$ cat src/rtl/scrambled_ram.sv
module scrambled_ram #(
  parameter int DW = 8,
  parameter int BANK_BIT0 = 3,
  parameter int BANK_BIT1 = 4,
  parameter int BANK_BIT2 = 5,
  parameter logic [47:0] OFS_PERM = {6'h09, 6'h18, 6'h06, 6'h12, 6'h09, 6'h21, 6'h18, 6'h24}
) (
  input  logic          clk,
  input  logic          wr_en,
  input  logic [5:0]    addr,
  input  logic [DW-1:0] wr_data,
  output logic [DW-1:0] rd_data
);
  localparam int AW = 6;
  localparam int NB = 8;
  localparam int NW = 8;

  function automatic int free_bit(input int n);
    int cnt = 0;
    int pos = 0;
    for (int i = 0; i < AW; i++) begin
      if (i != BANK_BIT0 && i != BANK_BIT1 && i != BANK_BIT2) begin
        if (cnt == n) pos = i;
        cnt++;
      end
    end
    return pos;
  endfunction

  function automatic bit cfg_ok();
    bit ok = 1'b1;
    if (BANK_BIT0 < 0 || BANK_BIT0 >= AW) ok = 1'b0;
    if (BANK_BIT1 < 0 || BANK_BIT1 >= AW) ok = 1'b0;
    if (BANK_BIT2 < 0 || BANK_BIT2 >= AW) ok = 1'b0;
    if (BANK_BIT0 == BANK_BIT1 || BANK_BIT0 == BANK_BIT2 || BANK_BIT1 == BANK_BIT2) ok = 1'b0;
    for (int b = 0; b < NB; b++) begin
      logic [3:0] seen = '0;
      for (int k = 0; k < 3; k++) seen[OFS_PERM[6*b+2*k +: 2]] = 1'b1;
      if (seen != 4'b0111) ok = 1'b0;
    end
    return ok;
  endfunction

  localparam bit CFG_OK = cfg_ok();
  localparam int FB0 = free_bit(0);
  localparam int FB1 = free_bit(1);
  localparam int FB2 = free_bit(2);

  if (!CFG_OK) begin : g_bad_cfg
    $error("scrambled_ram: bank bits overlap or offset reordering is not a permutation");
  end

  logic [2:0]    bank_sel;
  logic [2:0]    ofs_raw;
  logic [NB-1:0] bank_we;
  logic [DW-1:0] bank_rd [NB];

  assign bank_sel = {addr[BANK_BIT2], addr[BANK_BIT1], addr[BANK_BIT0]};
  assign ofs_raw  = {addr[FB2], addr[FB1], addr[FB0]};

  for (genvar b = 0; b < NB; b++) begin : g_bank
    logic [DW-1:0] store [NW];
    logic [2:0]    idx;

    for (genvar k = 0; k < 3; k++) begin : g_bit
      assign idx[k] = ofs_raw[OFS_PERM[6*b+2*k +: 2]];
    end

    assign bank_we[b] = wr_en && (bank_sel == 3'(b));
    assign bank_rd[b] = store[idx];

    always_ff @(posedge clk) begin
      if (bank_we[b]) store[idx] <= wr_data;
    end
  end

  assign rd_data = bank_rd[bank_sel];
endmodule


$ cat config.mk
export PLATFORM = sky130hd
export DESIGN_NAME = scrambled_ram
export DESIGN_NICKNAME = d
export VERILOG_FILES = /design/src/rtl/scrambled_ram.sv
export SDC_FILE = /design/constraint.sdc
export NUM_CORES = 1
export LEC_CHECK = 0
export ABC_AREA = 0
export CAP_MARGIN = 20
export CORE_MARGIN = 2
export CORE_UTILIZATION = 40
export CTS_CLUSTER_DIAMETER = 50
export DETAILED_ROUTE_END_ITERATION = 16
export DONT_BUFFER_PORTS = 1
export PLACE_DENSITY = 0.66
export RECOVER_POWER = 100
export SYNTH_ARGS = -nofsm -noshare
export SYNTH_HDL_FRONTEND = slang
export SYNTH_SLANG_ARGS = --single-unit
$ cat constraint.sdc
create_clock -name clk -period 2.1 [get_ports clk]
set_clock_uncertainty 0.15 [all_clocks]
set_input_delay 0.105 -clock clk [delete_from_list [all_inputs] [get_ports clk]]
set_output_delay 0.105 -clock clk [all_outputs]
set_load 0.03 [all_outputs]
==> impl_metrics.tcl <==
set metrics [dict create \
    status "complete, but fails checks" \
    violations "negative setup slack" \
    crit_chain "mux4_2, a22oi_2, nand3_2, a2111oi_4, nor2_4, buf_6" \
    cts_tree "done" \
    die_area_um2 52100 \
    max_freq_ghz 0.374 \
    drive_gt1_share_pct 25.9 \
    antenna_left 0 \
    fin_nets 1124 \
    final_common_cell "edfxtp_1" \
    syn_nets 1006 \
    reg_top3 "g_bank.store x512" \
    max-slew-margin-rel_pct 2.78 \
    die_h_um 228 \
    rsz0062_at_grt "yes" \
    startpoint_type "register" \
    maxCapViolations 0 \
    finalSetupViolCount 37 \
    cts_buffer_depth 3 \
    grt_overflow_total 0 \
    port-buffer-count 0 \
    synthCells 990 \
    endpoint_kind "output pin" \
    final.min_clock_period_ns 2.68 \
    postLayoutCoreUtil_pct 46.5 \
    fin_setup_tns_ns -4.77 \
    ys.flop_type "edfxtp_1" \
    ys_seq_area_share_pct 76.5 \
    synth-seq-cells 512 \
    hold_depth 3 \
    critical_path_required_ns 1.85 \
    htreeDepth 2 \
    area_delta_synth_final_pct 15.5 \
    via_count 10100 \
    path_class "reg -> out" \
    ys_warn_count 0 \
    grt_max_degree 159 \
    ir_worst_vdd_v 0.000560 \
    rows 82 \
    ys_types 42 \
    dpl_worst_slack_ns -0.278 \
    fin_crit_sh_pct 127 \
    tightest_slew_ns 1.46 \
    min_to "g_bank[1].store[6][4]" \
    cp_max_fo 1 \
    routabilityCongestion 0.792 \
    fillers 4194 \
    path_clk_slew_ns 0.07 \
    hpwl_um 26800 \
    max_flop_register "g_bank.store" \
    antenna_found_initial 0 \
    power_leakage_uw 0.00728 \
    fin_ws_ns -0.576 \
    crit_path_max_incr_delay_ns 0.49 \
    worstSetupStartpoint "g_bank[1].store[3][4]" \
    dr.pass1.iters 5 \
    die_x_um 228 \
    cpMaxStageDelayCell "mux4_2" \
    most-common-layout-cells "512 x edfxtp_1, 99 x mux4_2, 80 x nor2_1" \
    synth_area_um2 20100 \
    remaining_drc_errors 0 \
    post_drt_wl_per_cell_um 25.3 \
    viasPerCell 5.52 \
    grt_usage_pct 17.8 \
    worstHoldStart "wr_en" \
    largest_reg_flops 512 \
    final_hold_viol_count 0 \
    powerDensity_nw_per_um2 900 \
    cts.sinks 512 \
    numCtsBuffers 51 \
    grt_pass1_wl_um 68400 \
    min-delay-path-class "in -> reg" \
    ios 24 \
    cts-root-buf "clkbuf_16" \
    synth_edf_count 512 \
    drt-initial-drc-count 1146 \
    fin_hold_ws_ns 0.0474 \
    core-area_um2 49900 \
    grt_pass1_vias 10300 \
    async_reset_ff_share_pct 0 \
    finalMaxSlewViolations 0 \
    routed_wl_um 46200 \
    start_util_pct 40.3 \
    critical_path_arrival_ns 2.42 \
    synth_area_per_cell_um2 20.3 \
    diodes 0 \
]
==> cell families after synthesis <==
| logic type | share of synthesized area [%] |
|---|---|
| flops | 76.5 |
| mux | 15.1 |
| simple gates | 3.30 |
| compound gates | 3.14 |
| buf+inv | 1.93 |
==> synth_stat cells (5+ instances only) <==
| master | instances | area (µm²) |
|---|---|---|
| a22oi_1 | 15 | 113 |
| nand2b_1 | 6 | 37.5 |
| a211oi_1 | 7 | 52.6 |
| buf_2 | 15 | 75.1 |
| clkbuf_1 | 17 | 63.8 |
| mux2_2 | 8 | 90.1 |
| a21oi_1 | 11 | 55.1 |
| a31oi_1 | 9 | 56.3 |
| buf_4 | 12 | 90.1 |
| nor2_1 | 85 | 319 |
| nand2_1 | 20 | 75.1 |
| nand3_1 | 18 | 90.1 |
| a2111oi_0 | 6 | 52.6 |
| mux4_2 | 99 | 2230 |
| o22ai_1 | 6 | 37.5 |
| edfxtp_1 | 512 | 15400 |
| o21ai_0 | 9 | 45.0 |
| nor2b_1 | 13 | 81.3 |
| a221oi_1 | 9 | 78.8 |
| buf_6 | 11 | 124 |
| o22a_1 | 5 | 43.8 |
| mux2i_1 | 72 | 721 |
==> power by group <==
part	switching (µW)	internal [µW]	total, µW
clock network	3810	4660	8480
registers	14.4	11300	11300
logic	615	457	1070
==> stage by stage <==
| step | instances | area (µm²) | power (µW) |
|---|---|---|---|
| 5_1_grt | 1823 | 23200 | 21500 |
| 3_3_place_gp | 1706 | 21300 | 12300 |
| 6_report | 1823 | 23200 | 20900 |
| 2_1_floorplan | 990 | 20100 | 12200 |
| 4_1_cts | 1822 | 23600 | 21000 |
| 3_5_place_dp | 1706 | 21300 | 12300 |
==> worst max-delay path, delay by kind of cell (launching register included) <==
| family | cells | cell delay, ns |
|---|---|---|
| AND/OR/NAND/NOR | 2 | 0.23 |
| multiplexers | 1 | 0.49 |
| flip-flops | 1 | 0.36 |
| AO/OA/AOI/OAI | 2 | 0.59 |
| buffers and inverters | 1 | 0.15 |
==> worst max path at each step <==
stage | slack, ns | end | depth (start not counted)
finish | -0.58 | rd_data[4] | 6
global route | -0.65 | rd_data[2] | 7
CTS | -0.63 | rd_data[4] | 7
detailed placement | -0.28 | rd_data[4] | 7
global placement | -0.29 | rd_data[4] | 7
floorplan | -0.001 | g_bank[3].store[0][0] | 7
==> cell type report <==
type	instances	area (µm²)	share of cell area [%]
Sequential cell	512	15400	66.3
Inverter	3	11.3	0.0485
Clock inverter	38	235	1.01
Tap cell	672	841	3.62
Clock buffer	58	1320	5.70
Multi-Input combinational cell	418	4650	20.0
Timing Repair Buffer	122	774	3.34
==> per-layer routing <==
layer  global-route usage [%]  share of wire (%)  wire [µm]  up-vias
met5                        0                  0          0        -
li1                         -                  -          -     4315
met3                     4.46                8.1       3730       87
met4                     6.21                2.9       1320        0
met2                     28.3                 48      22000      406
met1                     24.0                 41      19100     5257
==> repair_timing <==
action | in CTS | in global routing
hold buffers | 22 | 0
buffers inserted | 0 | 1
endpoints found under the setup margin | 8 | 21
endpoints found under the hold margin | 568 | 0
pin swaps | 20 | 6
resized for setup | 68 | 7
Power figures use the tool's default switching activity.
